File: config.mk
export PLATFORM = sky130hd
export DESIGN_NAME = rx_fifo_pacer
export DESIGN_NICKNAME = d
export VERILOG_FILES = /design/src/rtl/rx_fifo_pkg.sv /design/src/rtl/rx_fifo_store.sv /design/src/rtl/rx_intake_fsm.sv /design/src/rtl/rx_event_pacer.sv /design/src/rtl/rx_fifo_pacer.sv
export SDC_FILE = /design/constraint.sdc
export NUM_CORES = 2
export LEC_CHECK = 0
export BUFFER_PORTS_ARGS = -buffer_cell sky130_fd_sc_hd__buf_2
export CAP_MARGIN = 30
export CORE_ASPECT_RATIO = 0.9
export CORE_MARGIN = 5
export CORE_UTILIZATION = 44
export DETAILED_ROUTE_END_ITERATION = 16
export PLACE_DENSITY = 0.71
export SKIP_LAST_GASP = 1
export SYNTH_ARGS = -nofsm -noshare
export SYNTH_HDL_FRONTEND = slang
export SYNTH_SLANG_ARGS = --single-unit
File: constraint.sdc
create_clock -name clk -period 3.35 [get_ports clk]
set_input_delay 0.335 -clock clk [delete_from_list [all_inputs] [get_ports clk]]
set_output_delay 0.335 -clock clk [all_outputs]
set_load 0.1 [all_outputs]
File: src/rtl/rx_fifo_pkg.sv
package rx_fifo_pkg;
    typedef enum logic [1:0] {
        IN_IDLE,
        IN_WAIT,
        IN_XFER
    } intake_st_t;

    typedef enum logic [1:0] {
        PC_CHECK,
        PC_ASSERT,
        PC_DRAIN
    } pacer_st_t;
endpackage

File: src/rtl/rx_fifo_store.sv
module rx_fifo_store #(
    parameter int DW    = 32,
    parameter int DEPTH = 64,
    localparam int AW   = (DEPTH > 1) ? $clog2(DEPTH) : 1,
    localparam int CW   = $clog2(DEPTH + 1)
) (
    input  logic          clk,
    input  logic          rst_n,
    input  logic          flush,
    input  logic          wr_en,
    input  logic [DW-1:0] wr_data,
    input  logic          rd_en,
    output logic [DW-1:0] rd_data,
    output logic [CW-1:0] fill
);
    localparam logic [AW-1:0] LAST = AW'(DEPTH - 1);

    logic [DW-1:0] mem [DEPTH];
    logic [AW-1:0] wp, rp;

    always_ff @(posedge clk) begin
        if (wr_en) mem[wp] <= wr_data;
    end

    always_ff @(posedge clk) begin
        if (!rst_n || flush) begin
            wp   <= '0;
            rp   <= '0;
            fill <= '0;
        end else begin
            if (wr_en) wp <= (wp == LAST) ? '0 : wp + 1'b1;
            if (rd_en) rp <= (rp == LAST) ? '0 : rp + 1'b1;
            fill <= fill + CW'(wr_en) - CW'(rd_en);
        end
    end

    assign rd_data = mem[rp];
endmodule

File: src/rtl/rx_intake_fsm.sv
module rx_intake_fsm
    import rx_fifo_pkg::*;
#(
    parameter int DEPTH  = 64,
    parameter int PEND_W = 4,
    localparam int CW    = $clog2(DEPTH + 1)
) (
    input  logic          clk,
    input  logic          rst_n,
    input  logic          enable,
    input  logic          sp_req,
    input  logic [CW-1:0] burst_words,
    input  logic [CW-1:0] fill,
    output logic          pull
);
    localparam logic [PEND_W-1:0] PEND_MAX = '1;

    intake_st_t        state, state_nx;
    logic [PEND_W-1:0] pend;
    logic [CW-1:0]     beat;
    logic              has_room, start, last_beat;

    assign has_room  = ({1'b0, fill} + {1'b0, burst_words}) <= (CW+1)'(DEPTH);
    assign last_beat = (beat == burst_words - 1'b1);

    always_ff @(posedge clk) begin
        if (!rst_n || !enable) begin
            state <= IN_IDLE;
            pend  <= '0;
            beat  <= '0;
        end else begin
            state <= state_nx;
            if (sp_req && !start && pend != PEND_MAX) pend <= pend + 1'b1;
            else if (start && !sp_req)                pend <= pend - 1'b1;
            beat <= (state == IN_XFER && !last_beat) ? beat + 1'b1 : '0;
        end
    end

    always_comb begin
        state_nx = state;
        start    = 1'b0;
        pull     = 1'b0;
        unique case (state)
            IN_IDLE: if (pend != '0) state_nx = IN_WAIT;
            IN_WAIT: if (has_room) begin
                start    = 1'b1;
                state_nx = IN_XFER;
            end
            IN_XFER: begin
                pull = 1'b1;
                if (last_beat) state_nx = (pend != '0) ? IN_WAIT : IN_IDLE;
            end
            default: state_nx = IN_IDLE;
        endcase
    end
endmodule

File: src/rtl/rx_event_pacer.sv
module rx_event_pacer
    import rx_fifo_pkg::*;
#(
    parameter int DEPTH = 64,
    localparam int CW   = $clog2(DEPTH + 1)
) (
    input  logic          clk,
    input  logic          rst_n,
    input  logic          enable,
    input  logic [CW-1:0] evt_words,
    input  logic [CW-1:0] fill,
    input  logic          popped,
    input  logic          dma_ack,
    output logic          dma_req
);
    pacer_st_t     state, state_nx;
    logic [CW-1:0] rd_cnt;

    always_ff @(posedge clk) begin
        if (!rst_n || !enable) begin
            state  <= PC_CHECK;
            rd_cnt <= '0;
        end else begin
            state <= state_nx;
            if (state == PC_CHECK)  rd_cnt <= '0;
            else if (popped)        rd_cnt <= rd_cnt + 1'b1;
        end
    end

    always_comb begin
        state_nx = state;
        dma_req  = 1'b0;
        unique case (state)
            PC_CHECK:  if (evt_words != '0 && fill >= evt_words) state_nx = PC_ASSERT;
            PC_ASSERT: begin
                dma_req = 1'b1;
                if (dma_ack) state_nx = PC_DRAIN;
            end
            PC_DRAIN:  if (rd_cnt >= evt_words) state_nx = PC_CHECK;
            default:   state_nx = PC_CHECK;
        endcase
    end
endmodule

File: src/rtl/rx_fifo_pacer.sv
module rx_fifo_pacer #(
    parameter int DW     = 32,
    parameter int DEPTH  = 64,
    parameter int PEND_W = 4,
    localparam int CW    = $clog2(DEPTH + 1)
) (
    input  logic          clk,
    input  logic          rst_n,
    input  logic          fifo_en,
    input  logic [CW-1:0] evt_words,
    input  logic [CW-1:0] burst_words,
    input  logic          sp_req,
    output logic          sp_rd,
    input  logic [DW-1:0] sp_data,
    input  logic          host_rd,
    output logic [DW-1:0] host_data,
    output logic          host_underflow,
    output logic          host_dma_req,
    input  logic          dma_ack
);
    logic          pull, popped, pace_req, empty;
    logic [CW-1:0] fill;
    logic [DW-1:0] rd_data;

    assign empty  = (fill == '0);
    assign popped = fifo_en && host_rd && !empty;

    rx_fifo_store #(.DW(DW), .DEPTH(DEPTH)) u_store (
        .clk    (clk),
        .rst_n  (rst_n),
        .flush  (!fifo_en),
        .wr_en  (pull),
        .wr_data(sp_data),
        .rd_en  (popped),
        .rd_data(rd_data),
        .fill   (fill)
    );

    rx_intake_fsm #(.DEPTH(DEPTH), .PEND_W(PEND_W)) u_intake (
        .clk        (clk),
        .rst_n      (rst_n),
        .enable     (fifo_en),
        .sp_req     (sp_req),
        .burst_words(burst_words),
        .fill       (fill),
        .pull       (pull)
    );

    rx_event_pacer #(.DEPTH(DEPTH)) u_pacer (
        .clk      (clk),
        .rst_n    (rst_n),
        .enable   (fifo_en),
        .evt_words(evt_words),
        .fill     (fill),
        .popped   (popped),
        .dma_ack  (dma_ack),
        .dma_req  (pace_req)
    );

    always_comb begin
        if (fifo_en) begin
            sp_rd          = pull;
            host_dma_req   = pace_req;
            host_data      = empty ? '0 : rd_data;
            host_underflow = host_rd && empty;
        end else begin
            sp_rd          = host_rd;
            host_dma_req   = sp_req;
            host_data      = sp_data;
            host_underflow = 1'b0;
        end
    end
endmodule

Word-level counts from Yosys, hierarchy flattened. Memories as Yosys holds them, arrays and structs flattened. A register that Yosys moved wholly into a read port is not among the register bits. Cells that the tools add are included.

Output and inout port bits: 35. Input port bits: 52. Memory bits (writable): 2048. Register bits after elaboration: 41. Memories: 1. Logic and storage cells: 88.

Memories: u_store.mem (words 64, width 32, read ports 1, clocked after memory_dff 1, write ports 1, line rx_fifo_store.sv:18) `logic [DW-1:0] mem [DEPTH];`.

Mux-type cells: 26. Bitwise logic cells: 1. $add $sub $neg: 10. Reduce and logical (&&, ||, !) cells: 25. Magnitude comparators: 3. Equal/unequal tests: 14.

Operators by type and width (count): two-way mux 32 bit (2); two-way mux 6 bit (4); adder 7 x 1 -> 7 bit (second input constant) (2); >= comparator 7 bit (2); adder 6 x 1 -> 6 bit (second input constant) (2); == test 6 bit (second input constant) (2); two-way mux 2 bit (6); case mux 2 bit (3 select lines) (2); two-way mux 1 bit (10); adder 7 x 7 -> 8 bit (1); less-or-equal comparator 8 x 7 -> 1 bit (second input constant) (1); logical AND 1 bit (8); two-way mux 4 bit (2); != test 2 x 1 -> 1 bit (second input constant) (4); adder 7 x 1 -> 7 bit (1); == test 7 bit (1); zero test 7 bit (1); nonzero test 7 bit (1); subtractor 7 x 1 -> 7 bit (1); subtractor 7 x 1 -> 7 bit (second input constant) (1); zero test 1 bit (6); AND reduction 3 bit (2); adder 4 x 1 -> 4 bit (second input constant) (1); == test 2 x 1 -> 1 bit (second input constant) (2); 10 further kinds (14).

Logic depth before layout (Yosys ltp).
Depth after elaboration: 8. Gate-level depth with buffers: 16. Depth with buffers taken out: 15.

By module. From an unflattened synthesis, not the netlist that was laid out.

Cell total of the unflattened synthesis: 3744. Area total of the unflattened synthesis: 81271.7 sq um.

Modules (own cells, without submodules): rx_fifo_store (cells an instance 3435, instances 1, area each 78728.0 sq um, sequential area each 61999.5 sq um); rx_intake_fsm (cells an instance 143, instances 1, area each 1167.4 sq um, sequential area each 260.2 sq um); rx_event_pacer (cells an instance 83, instances 1, area each 698.2 sq um, sequential area each 180.2 sq um); rx_fifo_pacer (cells an instance 83, instances 1, area each 678.2 sq um, sequential area each 0.0 sq um).

Worst setup path after synthesis. No wires, ideal clock.

Kind: register to output. Start: register (tool-made name). End: output host_data[30]. Path slack: -1.655 ns. Required time: 3.015 ns. Buffers on the path: 3. Arrival: 4.670 ns. Cell stages (with the launch flop): 7. Cells stage by stage: dfxtp_1 > clkbuf_1 > buf_1 > clkbuf_1 > o21bai_1 > a21oi_1 > o41ai_1.

RTL lines: end, declared (line rx_fifo_pacer.sv:16) `output logic [DW-1:0] host_data,`.

==> flow_summary.json <==
{
  "yosysUniqueCellTypes": 61,
  "per_cell_via_count_in_the_routed_design": 6.07,
  "crit_end": "host_data[25]",
  "fin_setup_tns_ns": -12.62,
  "worst-r2r-setup-slack_ns": 0.16,
  "portBuffers": 86,
  "drt_pre_antenna_iters": 6,
  "pin_count_of_the_biggest_net_entering_global_routing": 65,
  "finalCritPeriodShare": 1.16,
  "cts_made_buffers": 202,
  "irDropWorstVdd_v": 0.000442,
  "syn-mean-instance-area_sq_um": 22.0,
  "final-setup-viol-count": 32,
  "clock_pin_slew_of_the_registers_on_the_worst_case_setup_and_hold_paths_ns": 0.06,
  "post-route-min-period_ns": 3.89,
  "multiplexer_fraction_of_the_synthesized_cell_area": 0.173,
  "synthesis.nets": 3800,
  "die-height_microns": 418,
  "hold_path_class": "in -> reg",
  "tritoncts": "built",
  "grt_remaining_overflow": 0,
  "antenna_found_initial": 17,
  "first_pass_grt_wire_length_microns": 302000,
  "yosys.area.top_type_share": 0.755,
  "reg2regPathDepth": 13,
  "boundaryPins": 87,
  "fmax_achieved_mhz": 257,
  "first_global_vias": 41930,
  "ys.flop_type": "sky130_fd_sc_hd__edfxtp_1",
  "die-area_sq_um": 194000,
  "r2r-end": "u_intake.pend[3]",
  "syn-cell-area_sq_um": 81400,
  "detailed_place_hpwl_microns": 112000,
  "synth_xor_area_frac": 0.00376,
  "power.density_nw_per_um2": 580,
  "areaGrowthSynthToFinish_pct": 20.5,
  "timing.hold.ws_ns": 0.0902,
  "drt-total-wl_microns": 213000,
  "insertion_delay_ns": 0.83,
  "wl_per_cell_microns": 31.2,
  "remaining_drc_errors": 0,
  "netlist_instances": 3708,
  "track_usage": 0.216,
  "violations_in_the_final_reports": "negative setup slack",
  "finalHoldViolCount": 0,
  "synth_seq_area_share": 0.767,
  "leakagePower_nw": 30.1,
  "combinational_family_with_the_most_area_after_synthesis": "multiplexers",
  "ctsRootBufferMaster": "sky130_fd_sc_hd__clkbuf_16",
  "placeable_area_sq_um": 184000,
  "synth_simple_gate_area_share": 0.0179,
  "synth.top_cells.by_count": "sky130_fd_sc_hd__edfxtp_1, sky130_fd_sc_hd__mux4_2, sky130_fd_sc_hd__mux2i_1",
  "critical_path.endpoint_type": "output pin",
  "synth.ff_latch_count": 2095,
  "clock-skew-final_ns": 0.0315,
  "clock-sinks": 2095,
  "critPathMaxFanout": 5,
  "finish.instance_area_sq_um": 98100,
  "initial_utilization": 0.443,
  "max_cap_viol_count": 0,
  "arrival_ns": 3.56,
  "postSynth.asyncResetShare": 0,
  "outcome": "finished with violations",
  "count_of_nets_after_finishing": 4334,
  "post_dp_cell_area_sq_um": 88100,
  "worst_tran_pin_value_ns": 0.839,
  "synth_most_common_cell": "sky130_fd_sc_hd__edfxtp_1",
  "slew_violations": 0,
  "fp-row-count": 149,
  "grt_setup_unrepaired": "yes",
  "worst_ep_required_time_ns": 3.01,
  "post_route_cells_drive_above_1_share": 0.343,
  "yosys.area.top_type": "sky130_fd_sc_hd__edfxtp_1",
  "synth_adder_area_share": 0.00642,
  "synth_top_cells_by_area": "sky130_fd_sc_hd__edfxtp_1, sky130_fd_sc_hd__mux4_2, sky130_fd_sc_hd__mux2i_1",
  "regToRegStartpoint": "u_store.fill[4]",
  "drt_iter0_markers": 5878,
  "worstSetupPathType": "reg -> out",
  "cp-start-kind": "flip-flop",
  "cts.path.max_buffers": 3,
  "synth_compound_gate_area_share": 0.0189,
  "post_synth_edffs": 2048,
  "chipWidth_microns": 463,
  "worst_slack_ns": -0.543,
  "yosys_warnings": 0,
  "finalWeightedCongestion": 0.781,
  "slew_headroom": 0.441,
  "ctsHtreeMaxLevel": 4,
  "ant_nets": 0,
  "vias": 41482
}
[report_power, final]
part	internal [mW]	leakage [nW]	switching, mW
Combinational	2.50	8.20	3.30
Sequential	28.8	18.8	0.0521
Clock	12.8	3.13	9.49
Total	44.1	30.1	12.8
[how the worst min path moves through the flow]
stage / from / to / cells after the start
6_report: evt_words[6] / u_pacer.state[0] / 5
5_1_grt: sp_data[22] / u_store.mem[50][22] / 2
4_1_cts: evt_words[6] / u_pacer.state[0] / 5
3_5_place_dp: u_intake.beat[0] / u_intake.beat[0] / 1
3_3_place_gp: u_intake.beat[0] / u_intake.beat[0] / 1
2_1_floorplan: sp_data[0] / u_store.mem[0][0] / 0
[what timing repair did]
item / CTS / global route
pin swaps: 48 / 45
buffers inserted: 76 / 50
hold endpoints to repair: 33 / 0
hold buffers: 6 / 0
endpoints found under the setup margin: 33 / 34
resized for setup: 245 / 92
cloned: 24 / 9
[routing by layer]
metal  track usage  part of all wire  vias up
li1              -                 -    16741
met1         0.286              0.37    21853
met2         0.342              0.48     2468
met3        0.0587              0.10      416
met4        0.0897             0.040        4
met5             0           0.00011        -
[placed cells by master (no fill, tap or decap), types with 11 or more instances in the layout]
cell and instances:
sky130_fd_sc_hd__xnor2_1 15, sky130_fd_sc_hd__xor2_1 20, sky130_fd_sc_hd__nor2_4 63, sky130_fd_sc_hd__clkinv_2 32, sky130_fd_sc_hd__buf_8 18, sky130_fd_sc_hd__nand2b_1 12, sky130_fd_sc_hd__clkbuf_16 215, sky130_fd_sc_hd__buf_16 40
sky130_fd_sc_hd__a22oi_1 55, sky130_fd_sc_hd__buf_4 229, sky130_fd_sc_hd__mux4_2 521, sky130_fd_sc_hd__buf_2 54, sky130_fd_sc_hd__nand4_1 11, sky130_fd_sc_hd__nor3_1 13, sky130_fd_sc_hd__clkbuf_1 55, sky130_fd_sc_hd__mux2i_1 199
sky130_fd_sc_hd__bufinv_16 20, sky130_fd_sc_hd__ha_1 36, sky130_fd_sc_hd__and3_1 11, sky130_fd_sc_hd__edfxtp_1 2048, sky130_fd_sc_hd__inv_1 49, sky130_fd_sc_hd__o22ai_1 25, sky130_fd_sc_hd__o21ai_0 17, sky130_fd_sc_hd__nand2_1 59
sky130_fd_sc_hd__nor2_1 62, sky130_fd_sc_hd__clkinv_1 45, sky130_fd_sc_hd__a21oi_1 24, sky130_fd_sc_hd__nand3_1 21, sky130_fd_sc_hd__nand3_2 11, sky130_fd_sc_hd__mux2i_2 29, sky130_fd_sc_hd__dfxtp_1 42, sky130_fd_sc_hd__buf_6 34
sky130_fd_sc_hd__buf_12 131
[per-stage QoR]
| stage | worst slack, ns | std cells | utilization | power, mW |
|---|---|---|---|---|
| floorplan | -0.341 | 3708 | - | 32.4 |
| global route | -0.642 | 6824 | 0.534 | 58.6 |
| detailed placement | -0.123 | 6299 | 0.480 | 34.1 |
| finish | -0.543 | 6831 | 0.534 | 56.9 |
| CTS | -0.535 | 6773 | 0.529 | 56.9 |
| global placement | -0.199 | 6298 | 0.480 | 34.0 |
[worst max-delay path: stages, from the launching register on]
cell,delay (ns)
sky130_fd_sc_hd__dfxtp_4,0.36
sky130_fd_sc_hd__buf_12,0.14
sky130_fd_sc_hd__buf_4,0.14
sky130_fd_sc_hd__buf_12,0.14
sky130_fd_sc_hd__buf_16,0.14
sky130_fd_sc_hd__buf_12,0.13
sky130_fd_sc_hd__buf_16,0.14
sky130_fd_sc_hd__buf_4,0.13
sky130_fd_sc_hd__mux4_2,0.43
sky130_fd_sc_hd__mux2i_1,0.18
sky130_fd_sc_hd__o22ai_1,0.11
sky130_fd_sc_hd__nor2_1,0.26
sky130_fd_sc_hd__o221ai_4,0.19
sky130_fd_sc_hd__buf_12,0.21
[flip-flops by register name (all words and copies together) (netlist names), named ones only]
signal,cells
u_store.mem,2048
u_intake.beat,7
u_pacer.rd_cnt,7
u_store.fill,7
u_store.rp,6
u_store.wp,6
u_intake.pend,4
u_intake.state,2
u_pacer.state,2
[cells by family after synthesis]
| logic type | Yosys count |
|---|---|
| AND/OR/NAND/NOR | 317 |
| buffers and inverters | 242 |
| multiplexers | 759 |
| XOR/XNOR | 35 |
| flip-flops | 2095 |
| AO/OA/AOI/OAI | 220 |
| adder cells (fa/ha/maj) | 40 |
[layout make-up]
class / instances / area, sq um
clock buffer: 261 / 5360
fill: 13342 / 85500
antenna: 8 / 20.0
clock inverter: 108 / 1050
tap: 2416 / 3020
inverter: 51 / 191
multi-input combinational: 1371 / 19400
sequential: 2095 / 62500
timing repair buffer: 521 / 6650
(Power assumes the default switching activity.)
